`src/rtl/sfstg_pkg.sv`:
```
package sfstg_pkg;
  localparam int SUB_W   = 32;
  localparam int AUD_W   = 24;
  localparam int AUD_LSB = 4;
  localparam int V_POS   = 28;
  localparam int U_POS   = 29;
  localparam int C_POS   = 30;
  localparam int P_POS   = 31;
  localparam int NAD_W   = 6;

  localparam logic [3:0] PRE_A_BLK = 4'h3;
  localparam logic [3:0] PRE_A     = 4'h5;
  localparam logic [3:0] PRE_B     = 4'h9;

  typedef struct packed {
    logic c;
    logic u;
    logic v;
  } nad_t;

  function automatic logic [SUB_W-1:0] build_sub(input logic [3:0] pre,
                                                 input logic [AUD_W-1:0] aud,
                                                 input nad_t n);
    logic [SUB_W-1:0] s;
    s = '0;
    s[3:0] = pre;
    s[AUD_LSB +: AUD_W] = aud;
    s[V_POS] = n.v;
    s[U_POS] = n.u;
    s[C_POS] = n.c;
    s[P_POS] = ^s[C_POS:AUD_LSB];
    return s;
  endfunction
endpackage

```
`src/rtl/sfstg_regs.sv`:
```
module sfstg_regs
  import sfstg_pkg::*;
#(
  parameter int REG_W = 16
) (
  input  logic             clk,
  input  logic             rst_n,
  input  logic             soft_rst,
  input  logic             we,
  input  logic             addr,
  input  logic [REG_W-1:0] wdata,
  output logic [REG_W-1:0] rdata,
  output logic             en,
  output nad_t             nad_a,
  output nad_t             nad_b
);
  localparam int PAD_W = REG_W - NAD_W;

  logic             ctrl_en;
  logic [NAD_W-1:0] nad_q;

  always_ff @(posedge clk or negedge rst_n) begin
    if (!rst_n) begin
      ctrl_en <= 1'b0;
    end else if (soft_rst) begin
      ctrl_en <= 1'b0;
    end else if (we && !addr) begin
      ctrl_en <= wdata[0];
    end
  end

  always_ff @(posedge clk or negedge rst_n) begin
    if (!rst_n) begin
      nad_q <= '0;
    end else if (we && addr) begin
      nad_q <= wdata[NAD_W-1:0];
    end
  end

  always_comb begin
    if (addr) rdata = {{PAD_W{1'b0}}, nad_q};
    else      rdata = {{(REG_W-1){1'b0}}, ctrl_en};
  end

  assign en    = ctrl_en;
  assign nad_a = nad_t'(nad_q[2:0]);
  assign nad_b = nad_t'(nad_q[5:3]);


  soft_clear_chk: assert property (@(posedge clk) disable iff (!rst_n)
    soft_rst |=> !en);


  nad_keep_chk: assert property (@(posedge clk) disable iff (!rst_n)
    !(we && addr) |=> $stable({nad_a, nad_b}));
endmodule

```
`src/rtl/sfstg_hold.sv`:
```
module sfstg_hold
  import sfstg_pkg::*;
(
  input  logic             clk,
  input  logic             rst_n,
  input  logic             load,
  input  logic [AUD_W-1:0] aud_in,
  input  nad_t             nad_in,
  output logic [AUD_W-1:0] aud_q,
  output nad_t             nad_q
);
  always_ff @(posedge clk or negedge rst_n) begin
    if (!rst_n) begin
      aud_q <= '0;
      nad_q <= '0;
    end else if (load) begin
      aud_q <= aud_in;
      nad_q <= nad_in;
    end
  end


  hold_stable_chk: assert property (@(posedge clk) disable iff (!rst_n)
    !load |=> $stable({aud_q, nad_q}));
endmodule

```
`src/rtl/sfstg_ser.sv`:
```
module sfstg_ser
  import sfstg_pkg::*;
#(
  parameter int FPB = 192
) (
  input  logic             clk,
  input  logic             rst_n,
  input  logic             en,
  input  logic             aud_valid,
  output logic             aud_ready,
  input  logic [AUD_W-1:0] aud_a,
  input  nad_t             nad_a,
  input  logic [AUD_W-1:0] hold_aud,
  input  nad_t             hold_nad,
  output logic             hold_load,
  output logic             sdo_valid,
  input  logic             sdo_ready,
  output logic             sdo_data,
  output logic             sdo_frame,
  output logic             sdo_sub_b
);
  localparam int FCW = (FPB > 1) ? $clog2(FPB) : 1;
  localparam int BCW = $clog2(SUB_W);
  localparam logic [BCW-1:0] LAST_BIT = BCW'(SUB_W - 1);
  localparam logic [FCW-1:0] LAST_FR  = FCW'(FPB - 1);

  logic             busy, chan_b;
  logic [BCW-1:0]   bcnt;
  logic [SUB_W-1:0] shreg;
  logic [FCW-1:0]   fcnt;
  logic             fire, last, boundary, start;
  logic [3:0]       pre_a;

  assign fire     = busy && sdo_ready;
  assign last     = fire && (bcnt == LAST_BIT);
  assign boundary = !busy || (last && chan_b);
  assign aud_ready = en && boundary;
  assign start    = aud_ready && aud_valid;
  assign hold_load = start;
  assign pre_a    = (fcnt == '0) ? PRE_A_BLK : PRE_A;

  always_ff @(posedge clk or negedge rst_n) begin
    if (!rst_n) begin
      busy   <= 1'b0;
      chan_b <= 1'b0;
      bcnt   <= '0;
      shreg  <= '0;
      fcnt   <= '0;
    end else if (!en) begin
      busy   <= 1'b0;
      chan_b <= 1'b0;
      bcnt   <= '0;
      fcnt   <= '0;
    end else if (start) begin
      shreg  <= build_sub(pre_a, aud_a, nad_a);
      busy   <= 1'b1;
      chan_b <= 1'b0;
      bcnt   <= '0;
      fcnt   <= (fcnt == LAST_FR) ? '0 : fcnt + 1'b1;
    end else if (last && !chan_b) begin
      shreg  <= build_sub(PRE_B, hold_aud, hold_nad);
      chan_b <= 1'b1;
      bcnt   <= '0;
    end else if (last) begin
      busy   <= 1'b0;
      chan_b <= 1'b0;
      bcnt   <= '0;
    end else if (fire) begin
      shreg  <= shreg >> 1;
      bcnt   <= bcnt + 1'b1;
    end
  end

  assign sdo_valid = busy;
  assign sdo_data  = shreg[0];
  assign sdo_frame = busy && !chan_b && (bcnt == '0);
  assign sdo_sub_b = busy && chan_b;


  stall_hold_chk: assert property (@(posedge clk) disable iff (!rst_n)
    (sdo_valid && !sdo_ready && en) |=>
      (sdo_valid && $stable(sdo_data) && $stable(sdo_frame) && $stable(sdo_sub_b)));


  ready_gate_chk: assert property (@(posedge clk) disable iff (!rst_n)
    aud_ready |-> (en && (!sdo_valid || (sdo_ready && sdo_sub_b))));


  off_idle_chk: assert property (@(posedge clk) disable iff (!rst_n)
    !en |=> !sdo_valid);


  frame_pos_chk: assert property (@(posedge clk) disable iff (!rst_n)
    sdo_frame |-> (sdo_valid && !sdo_sub_b));


  b_follows_a_chk: assert property (@(posedge clk) disable iff (!rst_n)
    $rose(sdo_sub_b) |-> $past(sdo_valid && !sdo_sub_b && sdo_ready));
endmodule

```
`src/rtl/sfstg_top.sv`:
```
module sfstg_top
  import sfstg_pkg::*;
#(
  parameter int REG_W            = 16,
  parameter int FRAMES_PER_BLOCK = 192
) (
  input  logic             clk,
  input  logic             rst_n,
  input  logic             soft_rst,
  input  logic             reg_we,
  input  logic             reg_addr,
  input  logic [REG_W-1:0] reg_wdata,
  output logic [REG_W-1:0] reg_rdata,
  input  logic             aud_valid,
  output logic             aud_ready,
  input  logic [23:0]      aud_a,
  input  logic [23:0]      aud_b,
  output logic             sdo_valid,
  input  logic             sdo_ready,
  output logic             sdo_data,
  output logic             sdo_frame,
  output logic             sdo_sub_b
);
  logic             en, hold_load;
  nad_t             nad_a, nad_b, hold_nad;
  logic [AUD_W-1:0] hold_aud;

  sfstg_regs #(.REG_W(REG_W)) u_regs (
    .clk(clk), .rst_n(rst_n), .soft_rst(soft_rst),
    .we(reg_we), .addr(reg_addr), .wdata(reg_wdata), .rdata(reg_rdata),
    .en(en), .nad_a(nad_a), .nad_b(nad_b)
  );

  sfstg_hold u_hold (
    .clk(clk), .rst_n(rst_n), .load(hold_load),
    .aud_in(aud_b), .nad_in(nad_b),
    .aud_q(hold_aud), .nad_q(hold_nad)
  );

  sfstg_ser #(.FPB(FRAMES_PER_BLOCK)) u_ser (
    .clk(clk), .rst_n(rst_n), .en(en),
    .aud_valid(aud_valid), .aud_ready(aud_ready), .aud_a(aud_a), .nad_a(nad_a),
    .hold_aud(hold_aud), .hold_nad(hold_nad), .hold_load(hold_load),
    .sdo_valid(sdo_valid), .sdo_ready(sdo_ready), .sdo_data(sdo_data),
    .sdo_frame(sdo_frame), .sdo_sub_b(sdo_sub_b)
  );
endmodule

```
`config.mk`:
```
export PLATFORM = sky130hd
export DESIGN_NAME = sfstg_top
export DESIGN_NICKNAME = d
export VERILOG_FILES = /design/src/rtl/sfstg_pkg.sv /design/src/rtl/sfstg_regs.sv /design/src/rtl/sfstg_hold.sv /design/src/rtl/sfstg_ser.sv /design/src/rtl/sfstg_top.sv
export SDC_FILE = /design/constraint.sdc
export NUM_CORES = 1
export LEC_CHECK = 0
export BUFFER_PORTS_ARGS = -buffer_cell sky130_fd_sc_hd__buf_2
export CAP_MARGIN = 20
export CELL_PAD_IN_SITES_DETAIL_PLACEMENT = 0
export CELL_PAD_IN_SITES_GLOBAL_PLACEMENT = 1
export CORE_UTILIZATION = 41
export CTS_BUF_LIST = sky130_fd_sc_hd__clkbuf_16
export DETAILED_ROUTE_END_ITERATION = 7
export PLACE_DENSITY_LB_ADDON = 0.3
export SYNTH_ARGS = -nofsm -noshare
export SYNTH_HDL_FRONTEND = slang
export SYNTH_SLANG_ARGS = --single-unit
```
`constraint.sdc`:
```
create_clock -name clk -period 2.6 [get_ports clk]
set_clock_uncertainty 0.05 [all_clocks]
set_input_delay 0.13 -clock clk [delete_from_list [all_inputs] [get_ports clk]]
set_output_delay 0.13 -clock clk [all_outputs]
set_load 0.02 [all_outputs]
```
**Word-level counts from Yosys, hierarchy flattened**

Cells that the tools add are included.

- Add/subtract/negate cells: 2
- $mul: 0
- Div/mod/pow operators: 0
- Order comparisons: 0
- Equal/unequal tests: 8
- Shift operators: 0
- Muxes and demuxes: 23
- Bitwise operators: 0
- Reduce and logical (&&, ||, !) cells: 23

Operator list:

| kind | number |
|---|---|
| $mux 32 | 4 |
| $reduce_xor 27->1 | 2 |
| $mux 5 | 5 |
| $mux 8 | 3 |
| $logic_and 1x1->1 | 11 |
| $mux 1 | 9 |
| $add 8x1->8 const B | 1 |
| $eq 8x8->1 const B | 1 |
| $logic_not 8->1 | 1 |
| $mux 6 | 1 |
| $ne 3x3->1 const B | 2 |
| $add 5x1->5 const B | 1 |
| $eq 5x5->1 const B | 1 |
| $logic_not 5->1 | 1 |
| $ne 5x2->1 const B | 1 |
| $ne 4x2->1 const B | 1 |
| $logic_not 1->1 | 3 |
| $mux 3 | 1 |
| $ne 3x2->1 const B | 1 |
| $reduce_and 3->1 | 1 |
| $reduce_bool 3->1 | 1 |
| $ne 2x2->1 const B | 1 |
| $reduce_and 2->1 | 1 |
| $reduce_bool 2->1 | 1 |
| $logic_or 1x1->1 | 1 |

- Flip-flop bits (word level): 81
- Latch bits: 0
- Memory bits (writable): 0
- Bits in read-only memories: 0
- Bits of input ports: 71
- Output and inout port bits: 21
- Word-level logic and storage cells: 67
- Memories: 0

**Logic depth before layout (Yosys ltp)**

- Depth after elaboration: 8
- Mapped depth: 12
- Depth with buffers taken out: 9

**By module**

A second synthesis with hierarchy kept.

- Cell total of the unflattened synthesis: 416
- Area total of the unflattened synthesis: 4473.0 µm²

By module, submodules not included:

| module | instances | cells an instance | area each (µm²) | sequential area each (µm²) |
|---|---|---|---|---|
| sfstg_ser | 1 | 324 | 2954.1 | 1176.1 |
| sfstg_hold | 1 | 57 | 1106.1 | 675.6 |
| sfstg_regs | 1 | 35 | 412.9 | 175.2 |

**Worst setup path after synthesis**

No wires, ideal clock.

- Kind: register to register
- Start point: reg u_ser.bcnt[0]
- End point: reg u_ser.shreg[12]
- Library setup time: 126 ps
- Arrival time: 2165 ps
- Required time: 2424 ps
- Slack: 259 ps
- Stages on the path, launching flop included: 13
- Buffers on the path: 4
- Period minus slack after synthesis: 2341 ps
- Cells stage by stage: dfrtp_1 -> ha_1 -> and3_1 -> ha_1 -> buf_4 -> nand3_2 -> a21boi_4 -> and2_1 -> buf_4 -> nor2_2 -> buf_6 -> buf_6 -> a221o_1

- Word-level cells in the longest chain between the ends: 8
- Elaborated cells on any way between the ends: 12
- Classes of those cells: 2 x eq/ne; 2 x mux; 8 x reduce/logical

Ends and longest elaborated chain:

| what | RTL line | source |
|---|---|---|
| from (decl) | sfstg_ser.sv:28 | `logic [BCW-1:0] bcnt;` |
| from (signal assigned) | sfstg_ser.sv:70 | `bcnt <= bcnt + 1'b1;` |
| $eq 5x5->1 * | sfstg_ser.sv:35 | `assign last = fire && (bcnt == LAST_BIT);` |
| $logic_and 1x1->1 * | sfstg_ser.sv:35 |  |
| $logic_and 1x1->1 | sfstg_ser.sv:36 | `assign boundary = !busy \|\| (last && chan_b);` |
| $logic_or 1x1->1 | sfstg_ser.sv:36 |  |
| $logic_and 1x1->1 | sfstg_ser.sv:37 | `assign aud_ready = en && boundary;` |
| $logic_and 1x1->1 | sfstg_ser.sv:38 | `assign start = aud_ready && aud_valid;` |
| $ne 3x3->1 (no source line) or $reduce_bool 3->1 (tied branches) | - |  |
| $reduce_and 3->1 (no source line) | - |  |
| to (signal assigned) | sfstg_ser.sv:55 | `shreg <= build_sub(pre_a, aud_a, nad_a);` |
| to (signal assigned) | sfstg_ser.sv:61 | `shreg <= build_sub(PRE_B, hold_aud, hold_nad);` |
| to (signal assigned) | sfstg_ser.sv:69 | `shreg <= shreg >> 1;` |
| to (decl) | sfstg_ser.sv:29 | `logic [SUB_W-1:0] shreg;` |

Mark *: on every way between the ends. The rest lies on a longest branch, timed or not.
A chain may end at the register's enable or synchronous reset.

**Worst setup path after layout**

- Start point: reg u_ser.bcnt[0]
- End point: reg u_ser.shreg[2]

The elaborated chain is that of the path after synthesis.

==> impl_metrics.env <==
export IMPL_status="completed"
export IMPL_worstPathMaxFanout=15
export IMPL_r2r_cells=10
export IMPL_cts_made_buffers=9
export IMPL_fin_crit_ns=2.41
export IMPL_pre_cts_ws_ns=0.123
export IMPL_clkSinkCount=81
export IMPL_use_met2_pct=32.2
export IMPL_nNetsFinal=660
export IMPL_synthFlopType="dfrtp_1"
export IMPL_fin_hold_ws_ns=0.0120
export IMPL_r2r_start="u_ser.bcnt[0]"
export IMPL_yosysMostFrequentCell="nand2_1"
export IMPL_cts_tree="done"
export IMPL_cpPeakStageDelay_ns=0.42
export IMPL_boundaryPins=92
export IMPL_globalRouteMet3Util_pct=4.12
export IMPL_routed_via_density=5.01
export IMPL_setup_viol=0
export IMPL_wl_per_cell_um=14.0
export IMPL_path_cells="ha_1 -> and3_1 -> ha_2 -> nand3_2 -> a21boi_4 -> and2_2 -> nor2_2 -> buf_4 -> a41oi_1 -> a22o_1"
export IMPL_swShare_pct=27.2
export IMPL_dpl_instance_area_sq_um=4850
export IMPL_ys_types=42
export IMPL_die_h_um=105
export IMPL_dp_cells=668
export IMPL_diodes=0
export IMPL_cp_arrival_ns=2.63
export IMPL_worst_skew_pair_late_latency_ns=0.33
export IMPL_ys_ff_latch=81
export IMPL_hold_viol_final=0
export IMPL_power_share_clock_pct=32.5
export IMPL_rsz0062_at_grt="false"
export IMPL_grt_util_met1_pct=26.7
export IMPL_dieWidth_um=105
export IMPL_area_delta_synth_final_pct=29.1
export IMPL_synth_common_cells="nand2_1 (153), dfrtp_1 (81), xnor2_1 (45)"
export IMPL_p_seq_share_pct=39.3
export IMPL_grt_antenna_before_repair=0
export IMPL_die_area_sq_um=11000
export IMPL_p_sw_mw=1.20
export IMPL_cpMaxStageDelayCell="dfrtp_1"
export IMPL_path_delay_family="simple AND/OR/NAND/NOR gates"
export IMPL_start_util_pct=42.1
export IMPL_crit_type="reg2reg"
export IMPL_fin_ws_ns=0.193
export IMPL_synth_warnings=0
export IMPL_hold_path_class="in2reg"
export IMPL_p_total_mw=4.39
export IMPL_critPathCaptureType="register"
export IMPL_ys_seq_area_share_pct=46.6
export IMPL_postSynthCellCount=474
export IMPL_worstPathRequired_ns=2.82
export IMPL_cts_root_buffer="clkbuf_16"
export IMPL_drc_errors=0
export IMPL_yosys_area_top_type="dfrtp_1"
export IMPL_intPower_mw=3.20
export IMPL_ctsLongestPathBuffers=2
export IMPL_setup_tns_ns=0
export IMPL_overflow=0
export IMPL_hold_start="aud_a[4]"
export IMPL_core_area_sq_um=10300
export IMPL_drive_above_1_share_pct=19.0
export IMPL_clk_pin_slew_ns=0.06
export IMPL_leakagePower_nw=2.60
export IMPL_synth_area_top_cells="dfrtp_1 (47%), nand2_1 (13%), xnor2_1 (9.1%)"
export IMPL_drt_wl_total_um=10100
export IMPL_grt_pass1_vias=3570
export IMPL_fmax_ghz=0.415
export IMPL_synthArstFlopShare_pct=100
export IMPL_post_dp_hpwl_um=6660
export IMPL_p_per_area_nw_per_um2=783
export IMPL_maxCapViolCount=0
export IMPL_grt_busiest_layer="met2"
export IMPL_drt_iter0_markers=170
export IMPL_synth_top_area_share_pct=46.6
export IMPL_rows=37
export IMPL_fin_crit_sh_pct=92.6
export IMPL_p_comb_share_pct=28.2
export IMPL_r2r_slack_ns=0.19
export IMPL_io_buffers=71
export IMPL_hold_depth=2
export IMPL_grt_max_degree=82
export IMPL_postRouteAntennaNets=0
export IMPL_peakVddDrop_mv=0.635
export IMPL_final_cells=725
export IMPL_grt_pass1_wl_um=17300
export IMPL_critPathLaunchType="register"
export IMPL_post_cts_setup_buffers=0
export IMPL_worstReg2RegEnd="u_ser.shreg[2]"
export IMPL_min_to="u_ser.shreg[8]"
export IMPL_slew_violations=0
export IMPL_grt_usage_pct=20.0
export IMPL_synth_edff_count=0
export IMPL_dr_pass1_iters=4
export IMPL_num_vias=3631
export IMPL_synth_avg_cell_area_sq_um=9.17
export IMPL_netlist_area_sq_um=4350
export IMPL_crit_buf_inv=1
export IMPL_place_congestion=0.763
export IMPL_utilization_pct=54.4
export IMPL_htree_levels=3
export IMPL_final_area_sq_um=5610
-- worst max-delay path by stage --
stage / cells after the start / from / end / slack, ns
3_5_place_dp: 10 / u_ser.bcnt[0] / u_ser.shreg[1] / 0.12
5_1_grt: 10 / u_ser.bcnt[0] / u_ser.shreg[2] / 0.03
6_report: 10 / u_ser.bcnt[0] / u_ser.shreg[2] / 0.19
2_1_floorplan: 12 / u_ser.bcnt[0] / u_ser.shreg[12] / 0.26
4_1_cts: 10 / u_ser.bcnt[0] / u_ser.shreg[2] / 0.1
3_3_place_gp: 10 / u_ser.bcnt[0] / u_ser.shreg[1] / 0.18
-- layer usage --
layer / vias to the layer above / part of all wire [%]
li1: 1795 / -
met1: 1743 / 48
met2: 83 / 47
met3: 10 / 3.9
met4: 0 / 1.5
met5: - / 0
-- layout by cell type (no fill, tap or decap), types with 7 or more instances in the layout --
master,synthesis,layout
and2_1,10,9
buf_4,12,10
xnor2_1,45,45
buf_2,4,70
nor2_1,10,9
a221o_1,27,27
dfrtp_1,81,81
a21oi_1,37,37
nand2_1,153,153
clkbuf_16,0,9
dlygate4sd3_1,0,40
mux2_2,7,7
conb_1,1,10
-- power by group through the flow --
stage	clock, mW	combinational, mW	sequential, mW
global placement	0	1.19	1.74
floorplan	0	0.980	1.69
global route	1.51	1.37	1.76
detailed placement	0	1.20	1.74
finish	1.43	1.24	1.73
CTS	1.46	1.25	1.72
-- registers in the layout (all words and copies together), names as in the netlist --
name / flops
u_ser.chan_b: 1
u_hold.aud_q: 24
u_hold.nad_q: 3
u_ser.sdo_valid: 1
u_regs.en: 1
u_ser.shreg: 32
u_ser.fcnt: 8
u_regs.nad_q: 6
u_ser.bcnt: 5
-- repair_timing --
action / CTS / global route
setup endpoints to repair: 0 / 29
resized for setup: 0 / 1
hold endpoints to repair: 120 / 0
hold buffers: 40 / 0
-- final cells by class --
type	count	area [sq um]
repair buffers	124	913
flip-flops and latches	81	2030
multi-input cells	363	2150
clock buffers	9	225
fillers	962	4710
clock inverters	7	110
inverters	5	18.8
well taps	136	170
-- kinds of logic after synthesis --
kind of cell / after synthesis / synth area share, %
buffers and inverters: 39 / 4.86
adders and majority gates: 5 / 1.44
and+or+nand+nor: 209 / 20.7
xor gates and xnor gates: 53 / 11.3
AOI/OAI and AO/OA: 78 / 12.9
muxes: 8 / 2.04
DFF: 81 / 46.6
other: 1 / 0.0863
Power figures use the tool's default switching activity.
